`src/rtl/rtc_trim_pkg.sv`:
```
package rtc_trim_pkg;
  localparam logic [4:0] OFS_ALARM  = 5'h00;
  localparam logic [4:0] OFS_COUNT  = 5'h04;
  localparam logic [4:0] OFS_TRIM   = 5'h08;
  localparam logic [4:0] OFS_STATUS = 5'h10;

  // bit order matches the status register: [3]=sec_en [2]=alarm_en [1]=sec [0]=alarm
  typedef struct packed {
    logic sec_en;
    logic alarm_en;
    logic sec;
    logic alarm;
  } rtc_status_t;

  function automatic logic sticky_next(logic cur, logic set, logic clr);
    return set | (cur & ~clr);
  endfunction
endpackage

```
`src/rtl/rtc_prescaler.sv`:
```
module rtc_prescaler #(
  parameter int DIV_W       = 16,
  parameter int DEL_W       = 10,
  parameter int TRIM_PERIOD = 1023
) (
  input  logic             clk,
  input  logic             rst_n,
  input  logic             xtal_tick,
  input  logic             reload,
  input  logic [DIV_W-1:0] div_limit,
  input  logic [DEL_W-1:0] del_count,
  output logic             sec_tick
);
  localparam int PER_W = $clog2(TRIM_PERIOD + 1);
  localparam logic [PER_W-1:0] PER_LAST = PER_W'(TRIM_PERIOD - 1);

  logic [DIV_W-1:0] div_cnt;
  logic [PER_W-1:0] per_cnt;
  logic [DEL_W-1:0] del_left;
  logic             deleting;
  logic             div_wrap;
  logic             trim_point;

  assign deleting   = (del_left != '0);
  assign div_wrap   = (div_cnt == div_limit);
  assign sec_tick   = xtal_tick && !reload && !deleting && div_wrap;
  assign trim_point = sec_tick && (per_cnt == PER_LAST);

  always_ff @(posedge clk or negedge rst_n) begin
    if (!rst_n) begin
      div_cnt  <= '0;
      per_cnt  <= '0;
      del_left <= '0;
    end else if (reload) begin
      div_cnt  <= '0;
      per_cnt  <= '0;
      del_left <= '0;
    end else if (xtal_tick) begin
      if (deleting) begin
        del_left <= del_left - DEL_W'(1);
      end else if (div_wrap) begin
        div_cnt <= '0;
        if (trim_point) begin
          per_cnt  <= '0;
          del_left <= del_count;
        end else begin
          per_cnt <= per_cnt + PER_W'(1);
        end
      end else begin
        div_cnt <= div_cnt + DIV_W'(1);
      end
    end
  end

  assert_idle_hold_R2: assert property (@(posedge clk) disable iff (!rst_n)
    (!xtal_tick && !reload) |=> ($stable(div_cnt) && $stable(del_left) && $stable(per_cnt)));
  assert_tick_restarts_R2: assert property (@(posedge clk) disable iff (!rst_n)
    sec_tick |=> (div_cnt == '0));
  assert_skip_loaded_R3: assert property (@(posedge clk) disable iff (!rst_n)
    trim_point |=> (del_left == $past(del_count)));
  assert_reload_clears_R3: assert property (@(posedge clk) disable iff (!rst_n)
    reload |=> (div_cnt == '0 && del_left == '0 && per_cnt == '0));
endmodule

```
`src/rtl/rtc_seconds.sv`:
```
module rtc_seconds #(
  parameter int CNT_W = 32
) (
  input  logic             clk,
  input  logic             rst_n,
  input  logic             sec_tick,
  input  logic             load,
  input  logic [CNT_W-1:0] load_val,
  input  logic [CNT_W-1:0] alarm_val,
  output logic [CNT_W-1:0] count,
  output logic             alarm_hit
);
  function automatic logic [CNT_W-1:0] step(logic [CNT_W-1:0] v);
    return v + CNT_W'(1);
  endfunction

  logic [CNT_W-1:0] count_inc;
  assign count_inc = step(count);
  assign alarm_hit = sec_tick && !load && (count_inc == alarm_val);

  always_ff @(posedge clk or negedge rst_n) begin
    if (!rst_n)        count <= '0;
    else if (load)     count <= load_val;
    else if (sec_tick) count <= count_inc;
  end

  assert_count_step_R4: assert property (@(posedge clk) disable iff (!rst_n)
    (sec_tick && !load) |=> (count == $past(count) + CNT_W'(1)));
  assert_load_wins_R4: assert property (@(posedge clk) disable iff (!rst_n)
    load |=> (count == $past(load_val)));
  assert_alarm_match_R5: assert property (@(posedge clk) disable iff (!rst_n)
    alarm_hit |=> (count == $past(alarm_val)));
endmodule

```
`src/rtl/rtc_status.sv`:
```
module rtc_status
  import rtc_trim_pkg::*;
(
  input  logic        clk,
  input  logic        rst_n,
  input  logic        set_alarm,
  input  logic        set_sec,
  input  logic        wr,
  input  logic [3:0]  wdata,
  output rtc_status_t status,
  output logic        irq_alarm,
  output logic        irq_sec
);
  always_ff @(posedge clk or negedge rst_n) begin
    if (!rst_n) begin
      status <= '0;
    end else begin
      status.alarm <= sticky_next(status.alarm, set_alarm, wr & wdata[0]);
      status.sec   <= sticky_next(status.sec,   set_sec,   wr & wdata[1]);
      if (wr) begin
        status.alarm_en <= wdata[2];
        status.sec_en   <= wdata[3];
      end
    end
  end

  assign irq_alarm = status.alarm & status.alarm_en;
  assign irq_sec   = status.sec   & status.sec_en;

  assert_alarm_sticky_R7: assert property (@(posedge clk) disable iff (!rst_n)
    (status.alarm && !(wr && wdata[0])) |=> status.alarm);
  assert_set_wins_R7: assert property (@(posedge clk) disable iff (!rst_n)
    set_sec |=> status.sec);
  assert_alarm_irq_gate_R8: assert property (@(posedge clk) disable iff (!rst_n)
    $rose(irq_alarm) |-> status.alarm_en);
  assert_sec_irq_gate_R8: assert property (@(posedge clk) disable iff (!rst_n)
    $rose(irq_sec) |-> status.sec_en);
endmodule

```
`src/rtl/rtc_trim_top.sv`:
```
module rtc_trim_top
  import rtc_trim_pkg::*;
#(
  parameter int               DIV_W       = 16,
  parameter int               DEL_W       = 10,
  parameter int               TRIM_PERIOD = 1023,
  parameter logic [DIV_W-1:0] DIV_RESET   = 16'h7FFF
) (
  input  logic        clk,
  input  logic        rst_n,
  input  logic        xtal_tick,
  input  logic        bus_en,
  input  logic        bus_we,
  input  logic [4:0]  bus_addr,
  input  logic [31:0] bus_wdata,
  output logic [31:0] bus_rdata,
  output logic        irq_alarm,
  output logic        irq_sec
);
  localparam int CNT_W = 32;
  localparam int PAD_W = CNT_W - DIV_W - DEL_W;

  logic             wr;
  logic             wr_alarm, wr_count, wr_trim, wr_status;
  logic [CNT_W-1:0] alarm_reg;
  logic [DIV_W-1:0] div_limit;
  logic [DEL_W-1:0] del_count;
  logic [CNT_W-1:0] count;
  logic             sec_tick;
  logic             alarm_hit;
  rtc_status_t      status;

  assign wr        = bus_en & bus_we;
  assign wr_alarm  = wr && (bus_addr == OFS_ALARM);
  assign wr_count  = wr && (bus_addr == OFS_COUNT);
  assign wr_trim   = wr && (bus_addr == OFS_TRIM);
  assign wr_status = wr && (bus_addr == OFS_STATUS);

  always_ff @(posedge clk or negedge rst_n) begin
    if (!rst_n) begin
      alarm_reg <= '0;
      div_limit <= DIV_RESET;
      del_count <= '0;
    end else begin
      if (wr_alarm) alarm_reg <= bus_wdata;
      if (wr_trim) begin
        div_limit <= bus_wdata[DIV_W-1:0];
        del_count <= bus_wdata[DIV_W +: DEL_W];
      end
    end
  end

  rtc_prescaler #(.DIV_W(DIV_W), .DEL_W(DEL_W), .TRIM_PERIOD(TRIM_PERIOD)) presc_i (
    .clk(clk), .rst_n(rst_n), .xtal_tick(xtal_tick), .reload(wr_trim),
    .div_limit(div_limit), .del_count(del_count), .sec_tick(sec_tick)
  );

  rtc_seconds #(.CNT_W(CNT_W)) secs_i (
    .clk(clk), .rst_n(rst_n), .sec_tick(sec_tick), .load(wr_count),
    .load_val(bus_wdata), .alarm_val(alarm_reg), .count(count), .alarm_hit(alarm_hit)
  );

  rtc_status stat_i (
    .clk(clk), .rst_n(rst_n), .set_alarm(alarm_hit), .set_sec(sec_tick),
    .wr(wr_status), .wdata(bus_wdata[3:0]), .status(status),
    .irq_alarm(irq_alarm), .irq_sec(irq_sec)
  );

  always_comb begin
    case (bus_addr)
      OFS_ALARM:  bus_rdata = alarm_reg;
      OFS_COUNT:  bus_rdata = count;
      OFS_TRIM:   bus_rdata = {{PAD_W{1'b0}}, del_count, div_limit};
      OFS_STATUS: bus_rdata = {28'b0, status};
      default:    bus_rdata = '0;
    endcase
  end

  assert_unmapped_quiet_R9: assert property (@(posedge clk) disable iff (!rst_n)
    (wr && !(wr_alarm || wr_count || wr_trim || wr_status)) |=>
      ($stable(alarm_reg) && $stable(div_limit) && $stable(del_count)));
endmodule

```
`config.mk`:
```
export PLATFORM = sky130hd
export DESIGN_NAME = rtc_trim_top
export DESIGN_NICKNAME = d
export VERILOG_FILES = /design/src/rtl/rtc_trim_pkg.sv /design/src/rtl/rtc_prescaler.sv /design/src/rtl/rtc_seconds.sv /design/src/rtl/rtc_status.sv /design/src/rtl/rtc_trim_top.sv
export SDC_FILE = /design/constraint.sdc
export NUM_CORES = 1
export LEC_CHECK = 0
export ABC_CLOCK_PERIOD_IN_PS = 4300
export BUFFER_PORTS_ARGS = -buffer_cell sky130_fd_sc_hd__buf_2
export CAP_MARGIN = 10
export CORE_ASPECT_RATIO = 1.1
export CORE_MARGIN = 2
export CORE_UTILIZATION = 35
export CTS_CLUSTER_SIZE = 20
export DETAILED_ROUTE_END_ITERATION = 6
export PLACE_DENSITY = 0.52
export SYNTH_ARGS = -nofsm -noshare
export SYNTH_HDL_FRONTEND = slang
export SYNTH_SLANG_ARGS = --single-unit
```
`constraint.sdc`:
```
create_clock -name clk -period 4.3 [get_ports clk]
set_input_delay 0.86 -clock clk [delete_from_list [all_inputs] [get_ports clk]]
set_output_delay 0.86 -clock clk [all_outputs]
set_load 0.03 [all_outputs]
```
==> out/qor.txt <==
status = finished, final reports clean
Syn Area/Cell = 8.889 um^2
Slew Limit Fails = 0
Hold Crit Class = reg -> reg
CTS-repair resized insts = 0
met1 WL = 10770 um
total number of vias = 6798
CP Max Fanout = 33
maximum vdd drop = 0.0002179 V
Final TNS setup = 0 ns
# IOs = 76
Finished Layout Cells = 1247
Post-Syn Instances = 890
met3 routed WL = 1196 um
routability congestion estimate = 0.8244
net load switching power = 1.219 mW
share of cells above drive strength 1 = 0.1964
power share of the clock group = 0.356
remaining global-route overflow = 0
leak pwr = 4.134 nW
CTS max path bufs = 2
postcts setup bufs = 0
Mapped Area = 7911 um^2
ys async rst share = 1.000
initial antenna violation count = 0
Starting DRT DRC Count = 543
Initial Util = 0.3578
Sw Share = 0.3209
Row Count = 57
Core ar. = 22110 um^2
sequential cell area = 3272 um^2
vias in the first global route = 6505
Inst Count DP = 1215
filler cell count = 2294
Unique masters post-synth = 64
Synth Flop Type = dfrtp_1
nets = 987
Fin. Hold Viols = 0
PortBufs = 75
combinational share of power = 0.192
Area Overhead vs Synth = 14.95%
clock sink total = 130
Yosys reg bits = 130
first-pass detailed-route iteration total = 5
Critical Path AT = 2.57 ns
Num CTS Buffers = 17
final wirelength = 23290 um
Met2 Routed Length = 10910 um
Post-synth EDFFs = 0
CP Data Required Time = 3.44 ns
Diodes inserted = 0
DRC errors left = 0
Die Wd = 147.4 um
post-route ant nets = 0
sequential power share = 0.452
vias per cell = 5.451
element type at the critical path end = output port
RSZ-0062 raised after global routing = no
clk_lat worst skew = 0.43 ns
Achievable Freq = 0.2917 GHz
DIE AREA = 23820 um^2
Setup violations, final = 0
GRT Total Usage = 0.1988
Worst Max-Slew Pin Slew = 0.9327 ns
Max Cap Violations = 0
CP Launch Type = input port
Detailed Place HPWL = 16460 um
Syn Nets = 938
Clock Root Buffer = clkbuf_16
final cycle utilization of the critical path = 0.7972
Post-CTS Hold Buffers = 0
multi-input logic area = 4253 um^2
WL per Instance = 18.67 um
# H-tree levels = 4
die height = 161.7 um
WS Path Type = in -> out
CTS tree = yes
max_slew headroom = 0.3782
Top Layer Used = met4
largest net degree at the start of global routing = 95
first-pass GRT wire length = 37140 um
CTS clk-pin slew, worst paths = 0.06 ns
Final min period = 3.428 ns
Ys Warns = 0
total power = 3.798 mW
register area share after synthesis = 0.4136
R2R setup slack = 1.06 ns
Int Power = 2.580 mW
Worst Skew = 0.01015 ns
total power per unit cell area = 417.7 nW/um^2
==> cell usage in the layout, fill, tap and decap left out, drive strengths merged, types with 8 or more instances in the layout <==
cell type,instances
o21ai,60
nor3,20
nor2,47
nor4,19
or3,13
a21oi,19
mux2,35
o31ai,8
nand2,154
clkbuf,27
dfrtp,115
inv,40
xor2,50
buf,92
and3,9
a222oi,26
nand4,20
dfstp,15
xnor2,48
nand3,35
==> synthesized netlist by cell type, types with 3 or more instances <==
cell | count | area (um^2)
nand3_1 | 34 | 170.2
nor3_1 | 18 | 90.09
buf_2 | 9 | 45.04
o21ai_0 | 53 | 265.3
a222oi_1 | 26 | 260.3
o211ai_1 | 7 | 52.55
or3_1 | 13 | 81.33
o31ai_1 | 7 | 52.55
clkbuf_1 | 46 | 172.7
dfstp_2 | 15 | 394.1
nor4_1 | 14 | 87.58
a22o_1 | 6 | 52.55
a21oi_1 | 19 | 95.09
nor3b_1 | 6 | 45.04
and2_1 | 7 | 43.79
o21ai_1 | 6 | 30.03
mux2_2 | 35 | 394.1
o41ai_1 | 4 | 35.03
a21boi_0 | 3 | 22.52
and4_1 | 7 | 61.31
ha_1 | 6 | 75.07
nor2_1 | 47 | 176.4
xor2_1 | 50 | 437.9
nand4_1 | 20 | 125.1
nand2_1 | 154 | 578.1
nor4_2 | 4 | 50.05
a211oi_1 | 3 | 22.52
o21a_1 | 3 | 22.52
xnor2_1 | 48 | 420.4
or4_1 | 4 | 30.03
nor2b_1 | 4 | 25.02
dfrtp_1 | 115 | 2878
inv_1 | 40 | 150.1
mux2i_1 | 4 | 40.04
nand2b_1 | 4 | 25.02
buf_1 | 4 | 15.01
and3_1 | 9 | 56.30
==> worst max-delay path, cell delays in order <==
cell	delay, ns
buf_2	0.11
or3_1	0.48
nor3_2	0.14
buf_4	0.43
a222oi_1	0.25
inv_1	0.10
buf_2	0.19
==> through the flow <==
stage,cell area (um^2),hold WS (ns),worst slack (ns),utilization
floorplan,7911,0.4525,1.081,-
global placement,8553,0.4670,0.9263,0.3869
detailed placement,8553,0.4692,0.9172,0.3869
CTS,9094,0.4756,0.8954,0.4113
global route,9094,0.4990,0.8004,0.4113
finish,9094,0.4749,0.8721,0.4113
==> final timing paths <==
path                              start               end  cells after the start
max reg2reg                div_limit[8]  secs_i.count[26]                      8
min                        div_limit[9]      div_limit[9]                      2
max in group asynchronous         rst_n     div_limit[13]                      2
min in group asynchronous         rst_n     alarm_reg[28]                      1
max                         bus_addr[3]     bus_rdata[15]                      7
min reg2reg                div_limit[9]      div_limit[9]                      2
==> per-layer routing <==
layer | track usage | vias to the layer above
li1 | - | 3232
met1 | 0.2784 | 3339
met2 | 0.3131 | 200
met3 | 0.03820 | 27
met4 | 0.06031 | 0
met5 | 0 | -
==> cells by family (layout without fill, tap and decap cells) <==
logic type                 after synthesis  count (layout)  share of synthesized area
AOI/OAI and AO/OA                      153             153                     0.1324
and+or+nand+nor                        361             361                     0.2288
muxes                                   39              39                    0.05488
DFF                                    130             130                     0.4136
buffers and inverters                  102             164                    0.05108
xor gates and xnor gates                98              98                     0.1085
adders and majority gates                7               7                    0.01075
==> power groups by stage <==
stage          clock network (mW)  logic (mW)  registers, mW
2_1_floorplan                   0       0.632           1.58
3_3_place_gp                    0       0.723           1.73
3_5_place_dp                    0       0.733           1.73
4_1_cts                      1.38       0.738           1.71
5_1_grt                      1.43       0.824           1.75
6_report                     1.35       0.730           1.72
==> area by class of cell <==
class | instances | area share
timing repair buffer | 92 | 0.05600
clock inverter | 5 | 0.003027
clock buffer | 27 | 0.05641
multi-input combinational | 658 | 0.4677
sequential | 130 | 0.3598
tap | 295 | 0.04059
inverter | 40 | 0.01651
Power figures use the tool's default switching activity.
